File: src/rtl/rtc_pkg.sv
package rtc_pkg;
  localparam int FIELD_W = 8;
  localparam int NFIELD  = 4;

  // control bit positions (decoded by software)
  localparam int CB_EN_SS = 7;
  localparam int CB_EN_S  = 6;
  localparam int CB_EN_M  = 5;
  localparam int CB_EN_H  = 4;
  localparam int CB_FRZ   = 3;
  localparam int CB_WEN   = 2;
  localparam int CB_FLAG  = 1;
  localparam int CB_RUN   = 0;

  typedef logic [FIELD_W-1:0] field_t;
  typedef logic [NFIELD-1:0][FIELD_W-1:0] rtc_time_t;

  function automatic field_t wrap_inc(input field_t v, input field_t last);
    return (v >= last) ? '0 : v + field_t'(1);
  endfunction

  function automatic field_t clamp_load(input field_t v, input field_t last);
    return (v > last) ? '0 : v;
  endfunction

  function automatic logic field_hit(input logic en, input field_t t, input field_t a);
    return !en || (t == a);
  endfunction
endpackage

File: src/rtl/rtc_time_chain.sv
module rtc_time_chain
  import rtc_pkg::*;
#(
  parameter int SEC_LAST = 59,
  parameter int MIN_LAST = 59,
  parameter int HR_LAST  = 23
) (
  input  logic              clk,
  input  logic              por_n,
  input  logic              step,
  input  logic [NFIELD-1:0] wr_stb,
  input  field_t            wdata,
  output rtc_time_t         cnt_o
);
  localparam rtc_time_t LAST = {field_t'(HR_LAST), field_t'(MIN_LAST),
                                field_t'(SEC_LAST), field_t'((1 << FIELD_W) - 1)};

  logic [NFIELD:0] carry;
  assign carry[0] = step;

  for (genvar g = 0; g < NFIELD; g++) begin : g_field
    field_t q;
    assign cnt_o[g]    = q;
    assign carry[g+1]  = carry[g] && (q == LAST[g]);

    always_ff @(posedge clk or negedge por_n) begin
      if (!por_n)          q <= '0;
      else if (wr_stb[g])  q <= clamp_load(wdata, LAST[g]);
      else if (carry[g])   q <= wrap_inc(q, LAST[g]);
    end

    // a field never holds a value above its maximum
    a_r3_in_range: assert property (@(posedge clk) disable iff (!por_n)
      q <= LAST[g]);
    // advancing from the last value returns to zero
    a_r2_wrap: assert property (@(posedge clk) disable iff (!por_n)
      carry[g] && (q == LAST[g]) && !wr_stb[g] |=> q == '0);
  end
endmodule

File: src/rtl/rtc_freeze_ctrl.sv
module rtc_freeze_ctrl #(
  parameter int PEND_W = 4
) (
  input  logic clk,
  input  logic rst_any_n,
  input  logic tick,
  input  logic run,
  input  logic frz,
  input  logic wen,
  output logic step
);
  logic [PEND_W-1:0] pend;
  logic tick_ok, have, sat;

  assign tick_ok = tick && run && !wen;
  assign have    = (pend != '0);
  assign sat     = &pend;
  assign step    = !wen && !frz && (have || tick_ok);

  always_ff @(posedge clk or negedge rst_any_n) begin
    if (!rst_any_n) pend <= '0;
    else if (frz) begin
      if (tick_ok && !sat) pend <= pend + 1'b1;
    end else if (!wen && have && !tick_ok) begin
      pend <= pend - 1'b1;
    end
  end

  // frozen counters never step
  a_r7_hold: assert property (@(posedge clk) disable iff (!rst_any_n)
    frz |-> !step);
  // a tick while frozen is banked
  a_r7_bank: assert property (@(posedge clk) disable iff (!rst_any_n)
    frz && tick_ok && !sat |=> pend == $past(pend) + 1'b1);
  // catch-up drains one per cycle
  a_r8_drain: assert property (@(posedge clk) disable iff (!rst_any_n)
    !frz && !wen && have && !tick_ok |=> pend == $past(pend) - 1'b1);
endmodule

File: src/rtl/rtc_ctrl_reg.sv
module rtc_ctrl_reg
  import rtc_pkg::*;
#(
  parameter int HOLDOFF = 4
) (
  input  logic              clk,
  input  logic              por_n,
  input  logic              rst_any_n,
  input  logic              wr,
  input  field_t            wdata,
  input  logic              prot_ok,
  input  logic              match_evt,
  output field_t            ctrl_o,
  output logic [NFIELD-1:0] en_o,
  output logic              frz_o,
  output logic              wen_o,
  output logic              run_o,
  output logic              flag_o
);
  localparam int HW = $clog2(HOLDOFF + 1);

  logic [NFIELD-1:0] en;
  logic frz, wen, run, flag;
  logic frz_n, wen_n, flag_n;
  logic [HW-1:0] hold;
  logic busy, both, acc;

  assign busy = (hold != '0);
  assign both = wdata[CB_FRZ] && wdata[CB_WEN];
  assign acc  = wr && prot_ok && !both;

  always_comb begin
    frz_n = frz;
    wen_n = wen;
    if (acc) begin
      if (!wdata[CB_FRZ])  frz_n = 1'b0;
      else if (!busy)      frz_n = 1'b1;
      if (!wdata[CB_WEN])  wen_n = 1'b0;
      else if (!busy)      wen_n = 1'b1;
    end
    flag_n = flag;
    if (wr && !wdata[CB_FLAG]) flag_n = 1'b0;
    if (match_evt)             flag_n = 1'b1;
  end

  always_ff @(posedge clk or negedge por_n) begin
    if (!por_n)  en <= '0;
    else if (wr) en <= {wdata[CB_EN_H], wdata[CB_EN_M], wdata[CB_EN_S], wdata[CB_EN_SS]};
  end

  always_ff @(posedge clk or negedge rst_any_n) begin
    if (!rst_any_n) begin
      frz  <= 1'b0;
      wen  <= 1'b0;
      run  <= 1'b0;
      flag <= 1'b0;
      hold <= '0;
    end else begin
      frz  <= frz_n;
      wen  <= wen_n;
      flag <= flag_n;
      if (wr && prot_ok) run <= wdata[CB_RUN];
      if (frz && !frz_n) hold <= HW'(HOLDOFF);
      else if (busy)     hold <= hold - 1'b1;
    end
  end

  assign en_o   = en;
  assign frz_o  = frz;
  assign wen_o  = wen;
  assign run_o  = run;
  assign flag_o = flag;
  assign ctrl_o = {en[0], en[1], en[2], en[3], frz, wen, flag, run};

  // setting both mode bits at once is refused
  a_r9_both: assert property (@(posedge clk) disable iff (!rst_any_n)
    wr && both |=> frz == $past(frz) && wen == $past(wen));
  // protected bits hold without permission
  a_r11_prot: assert property (@(posedge clk) disable iff (!rst_any_n)
    wr && !prot_ok |=> frz == $past(frz) && wen == $past(wen) && run == $past(run));
  // no re-arm of freeze during the holdoff window
  a_r10_hold: assert property (@(posedge clk) disable iff (!rst_any_n)
    busy && !frz && wr |=> !frz);
  // the flag only rises from a match event
  a_r6_src: assert property (@(posedge clk) disable iff (!rst_any_n)
    $rose(flag) |-> $past(match_evt));
endmodule

File: src/rtl/rtc_alarm_match.sv
module rtc_alarm_match
  import rtc_pkg::*;
(
  input  rtc_time_t         cnt,
  input  rtc_time_t         alm,
  input  logic [NFIELD-1:0] en,
  output logic              match
);
  logic [NFIELD-1:0] hit;
  for (genvar g = 0; g < NFIELD; g++) begin : g_hit
    assign hit[g] = field_hit(en[g], cnt[g], alm[g]);
  end
  assign match = (|en) && (&hit);
endmodule

File: src/rtl/rtc_alarm_core.sv
module rtc_alarm_core
  import rtc_pkg::*;
#(
  parameter int SEC_LAST = 59,
  parameter int MIN_LAST = 59,
  parameter int HR_LAST  = 23,
  parameter int PEND_W   = 4,
  parameter int HOLDOFF  = 4
) (
  input  logic       clk,
  input  logic       por_n,
  input  logic       rst_n,
  input  logic       tick_en,
  input  logic       bus_wr,
  input  logic [3:0] bus_addr,
  input  logic [7:0] bus_wdata,
  input  logic       prot_ok,
  output logic [7:0] bus_rdata,
  output logic       irq
);
  localparam logic [3:0] A_CTRL = 4'd0;
  localparam logic [3:0] A_TIME = 4'd1;
  localparam logic [3:0] A_ALM  = 4'd5;

  logic rst_any_n;
  assign rst_any_n = por_n && rst_n;

  field_t ctrl;
  logic [NFIELD-1:0] en, wr_time;
  logic frz, wen, run, flag, step, match, adv_q, match_evt;
  rtc_time_t cnt, alm;

  for (genvar g = 0; g < NFIELD; g++) begin : g_alm
    field_t a;
    assign alm[g]     = a;
    assign wr_time[g] = bus_wr && wen && (bus_addr == A_TIME + 4'(g));
    always_ff @(posedge clk or negedge por_n) begin
      if (!por_n) a <= '0;
      else if (bus_wr && (bus_addr == A_ALM + 4'(g))) a <= bus_wdata;
    end
  end

  rtc_ctrl_reg #(.HOLDOFF(HOLDOFF)) u_ctrl (
    .clk(clk), .por_n(por_n), .rst_any_n(rst_any_n),
    .wr(bus_wr && (bus_addr == A_CTRL)), .wdata(bus_wdata), .prot_ok(prot_ok),
    .match_evt(match_evt), .ctrl_o(ctrl), .en_o(en), .frz_o(frz),
    .wen_o(wen), .run_o(run), .flag_o(flag)
  );

  rtc_freeze_ctrl #(.PEND_W(PEND_W)) u_frz (
    .clk(clk), .rst_any_n(rst_any_n), .tick(tick_en), .run(run),
    .frz(frz), .wen(wen), .step(step)
  );

  rtc_time_chain #(.SEC_LAST(SEC_LAST), .MIN_LAST(MIN_LAST), .HR_LAST(HR_LAST)) u_time (
    .clk(clk), .por_n(por_n), .step(step), .wr_stb(wr_time),
    .wdata(bus_wdata), .cnt_o(cnt)
  );

  rtc_alarm_match u_match (.cnt(cnt), .alm(alm), .en(en), .match(match));

  always_ff @(posedge clk or negedge rst_any_n) begin
    if (!rst_any_n) adv_q <= 1'b0;
    else            adv_q <= step;
  end
  assign match_evt = adv_q && match;
  assign irq       = flag && run;

  always_comb begin
    case (bus_addr)
      4'd0:    bus_rdata = ctrl;
      4'd1:    bus_rdata = cnt[0];
      4'd2:    bus_rdata = cnt[1];
      4'd3:    bus_rdata = cnt[2];
      4'd4:    bus_rdata = cnt[3];
      4'd5:    bus_rdata = alm[0];
      4'd6:    bus_rdata = alm[1];
      4'd7:    bus_rdata = alm[2];
      4'd8:    bus_rdata = alm[3];
      default: bus_rdata = '0;
    endcase
  end

  // a matching update raises the flag on the next edge
  a_r4_set: assert property (@(posedge clk) disable iff (!rst_any_n)
    adv_q && match |=> flag);
  // write enable stops the time from advancing
  a_r12_still: assert property (@(posedge clk) disable iff (!rst_any_n)
    wen && !(|wr_time) |=> $stable(cnt));
endmodule

File: config.mk
export PLATFORM = sky130hd
export DESIGN_NAME = rtc_alarm_core
export DESIGN_NICKNAME = d
export VERILOG_FILES = /design/src/rtl/rtc_pkg.sv /design/src/rtl/rtc_time_chain.sv /design/src/rtl/rtc_freeze_ctrl.sv /design/src/rtl/rtc_ctrl_reg.sv /design/src/rtl/rtc_alarm_match.sv /design/src/rtl/rtc_alarm_core.sv
export SDC_FILE = /design/constraint.sdc
export NUM_CORES = 1
export LEC_CHECK = 0
export CAP_MARGIN = 20
export CORE_ASPECT_RATIO = 0.8
export CORE_MARGIN = 4
export CORE_UTILIZATION = 40
export CTS_BUF_LIST = sky130_fd_sc_hd__clkbuf_2 sky130_fd_sc_hd__clkbuf_4 sky130_fd_sc_hd__clkbuf_8
export CTS_CLUSTER_DIAMETER = 200
export DETAILED_ROUTE_END_ITERATION = 8
export PLACE_DENSITY = 0.64
export SLEW_MARGIN = 20
export SYNTH_ARGS = -nofsm -noshare
export SYNTH_HDL_FRONTEND = slang
export SYNTH_SLANG_ARGS = --single-unit
File: constraint.sdc
create_clock -name clk -period 3.5 [get_ports clk]
set_input_delay 0.7 -clock clk [delete_from_list [all_inputs] [get_ports clk]]
set_output_delay 0.7 -clock clk [all_outputs]
set_load 0.01 [all_outputs]
==> run metrics <==
FF-to-FF setup slack=around 420 ps; total core area=roughly 12,000 um2; Antenna Violating Nets Remaining=0; TritonCTS clock tree=yes; kind of end point of the critical path=output pin; Setup Skew=approximately 16 ps; RePlAce Congestion=between 0.9 and 1; mapped cell area=4890 um2; R2R depth=6; Synth top area share=0.409; syn_area_per_cell=about 9.6 um2; status=complete, no violations; residual DRC count=0; Critical Path RT=about 2800 ps; Worst-path clk slew=around 90 ps; Core Rows=35; Ant. Diodes=0; startpoint types=primary input; Die Ht=between 100 and 150 um; flops & latches, synth=80; Pre-antenna DRT Iters=5; crit-path max FO=5; Worst Path Arrival=2720 ps; Max Freq=around 0.3 GHz; Clock Path Buffers=2; Die Area=between 10,000 and 15,000 um2; Synth area leaders=dfrtp_1 (41%), mux2_2 (8.5%), xnor2_1 (6.3%), nand2_1 (2.9%), o21ai_0 (2.9%); min-delay worst type=in2async; initial antenna violation count=0; layout cell share with drive strength beyond 1=0.203; sum of buffers and inverters on the critical path=2; main flop type after synthesis=dfrtp_1; pre-CTS WS=-130 ps; final core occ=0.494; Die W=around 130 um; Starting Density=0.417; setup violators final=0; RSZ-0062 raised after global routing=no; Nets=roughly 600; FF-to-FF Start=u_time.g_field[1].q[1]; post-synthesis cell count=512; Finished Cell Area=roughly 5800 um2; H-tree levels=3; Critical R2R Capture=u_time.g_field[3].q[7]; Layout area overhead=18.4%; Crit path max-delay family=compound AO/OA/AOI/OAI gates; Tmin final=approximately 3400 ps; max incr delay on CP=approximately 470 ps; Hold Fails Final Rpt=0; drt first-iter violations=395; vias per inst=just over 6; largest net degree at the start of global routing=30; drt wl/cell=22.8 um; Num CTS Buffers=9; Final Slew Violations=0; TNS Setup=0 ps; worst skew pair latency=approximately 370 ps; GRT Total Usage=0.238; Crit Path Category=in2out; GRT Residual Overflow=0; Final WS setup=79.2 ps; syn nets=539; crit path cell chain=dlygate4sd2_1, nor2b_2, a221o_1, a222oi_1, a21oi_1, a31o_2, clkdlybuf4s50_1; PwrDens=~530 nW/um2; root buffer cell=clkbuf_8; wirelength, routed=between 15 and 20 mm; most area-hungry cell type in the Yosys netlist=dfrtp_1; number of port buffers=26; peak supply drop=roughly 290 uV; period utilization=0.977; CTS Sinks=80; Post-synth ARST share=1.00; worst-margin pin slew=660 ps; vias in the first global route=between 4,000 and 5,000; Critical-path top delay cell=clkdlybuf4s50_1; Leak=2.43 nW; Cell variety after synth=just over 60; detailed placement HPWL=between 10 and 15 mm; maxcap violations=0; hold_buf cts=0; Ys Warns=0; Post-DP Area=5570 um2; first-pass GRT wire length=25.6 mm; DR vias=4,412; sequential area share after synthesis=0.409; Post-synth EDFFs=0; Relative slew margins=0.557; I/O pin count=27
## cell type report
| type | count | area, um2 |
|---|---|---|
| Tap cell | 148 | 185 |
| Fill cell | 1129 | 5940 |
| Clock inverter | 5 | 56.3 |
| Clock buffer | 11 | 145 |
| Timing Repair Buffer | 76 | 637 |
| Multi-Input combinational cell | 385 | 2720 |
| Sequential cell | 80 | 2000 |
| Inverter | 14 | 52.6 |
## worst max path at each step
stage / startpoint / end / cells after the start
6_report: bus_addr[2] / bus_rdata[7] / 7
5_1_grt: bus_addr[2] / bus_rdata[7] / 7
4_1_cts: bus_addr[3] / bus_rdata[0] / 8
3_5_place_dp: bus_addr[1] / bus_rdata[3] / 6
3_3_place_gp: bus_addr[0] / bus_rdata[2] / 9
2_1_floorplan: bus_addr[2] / bus_rdata[0] / 7
## cell usage in the layout, fill, tap and decap left out, types with 13 or more instances in the layout
cell             instances
o21ai_0                 28
xnor2_1                 35
clkdlybuf4s50_1         18
dfrtp_1                 80
nand3_1                 19
inv_1                   13
buf_4                   49
mux2_2                  37
nor2_1                  36
a21oi_1                 27
a22oi_1                 16
nand2_1                 38
## per-stage QoR
| stage | total power [mW] | std cells | hold WS [ps] |
|---|---|---|---|
| 6_report | 3.07 | 719 | 253 |
| 5_1_grt | 3.26 | 719 | 270 |
| 4_1_cts | 3.08 | 719 | 260 |
| 3_5_place_dp | 2.37 | 703 | 487 |
| 3_3_place_gp | 2.33 | 703 | 469 |
| 2_1_floorplan | 2.01 | 512 | 404 |
## metal layers
metal  up-vias  wire length [um]  global-route usage  share of wire
met5         -                 0                   0              0
met4         0               360              0.0720          0.022
met3        30              1200              0.0530          0.073
met2       178              7010               0.352           0.43
met1      2205              7810               0.347           0.48
li1       1999                 -                   -              -
## synth_stat cells (2+ instances only)
cell,number
dfrtp_1,80
nand2_1,38
mux2_2,37
nor2_1,36
xnor2_1,35
clkbuf_1,29
o21ai_0,28
a21oi_1,27
nand3_1,19
a22oi_1,16
inv_1,13
nand4_1,12
and2_1,11
nor3_1,11
nor2b_1,10
a221o_1,9
and3_1,8
ha_1,8
mux2i_1,5
a221oi_1,4
a22o_1,4
nand2b_1,4
o22ai_1,4
xor2_1,4
a211oi_1,3
a222oi_1,3
a32o_1,3
a32oi_1,3
nor4_1,3
o311ai_0,3
a21o_1,2
a31o_2,2
buf_1,2
buf_6,2
nor3b_1,2
o2111ai_1,2
o211ai_1,2
o22a_1,2
or2_2,2
or4_1,2
or4_4,2
## power by group
part	total (mW)	leakage (nW)	internal, mW	switching (mW)
logic	0.924	1.35	0.479	0.445
clock network	0.703	0.103	0.356	0.348
registers	1.44	0.980	1.13	0.313
total	3.07	2.43	1.96	1.11
## state kept, by name, summed over array words and instances, names as in the netlist
register          cells
u_ctrl.frz_o          1
u_ctrl.run_o          1
u_ctrl.hold           3
u_time.g_field.q     32
u_ctrl.en_o           4
adv_q                 1
u_frz.pend            4
g_alm.a              32
u_ctrl.wen_o          1
u_ctrl.flag_o         1
## timing repair
item / CTS / global route
endpoints found under the setup margin: 8 / 4
buffers inserted: 0 / 0
pin swaps: 0 / 2
gates resized for setup: 9 / 3
## cell families (layout without fill, tap and decap cells)
| logic type | after synthesis | count (layout) | synth area share |
|---|---|---|---|
| and+or+nand+nor | 166 | 166 | 0.173 |
| buffers and inverters | 47 | 106 | 0.0391 |
| xor gates and xnor gates | 39 | 39 | 0.0698 |
| adders and majority gates | 9 | 9 | 0.0245 |
| DFF | 80 | 80 | 0.409 |
| AOI/OAI and AO/OA | 128 | 128 | 0.185 |
| muxes | 43 | 43 | 0.0999 |
Power figures use the tool's default switching activity.
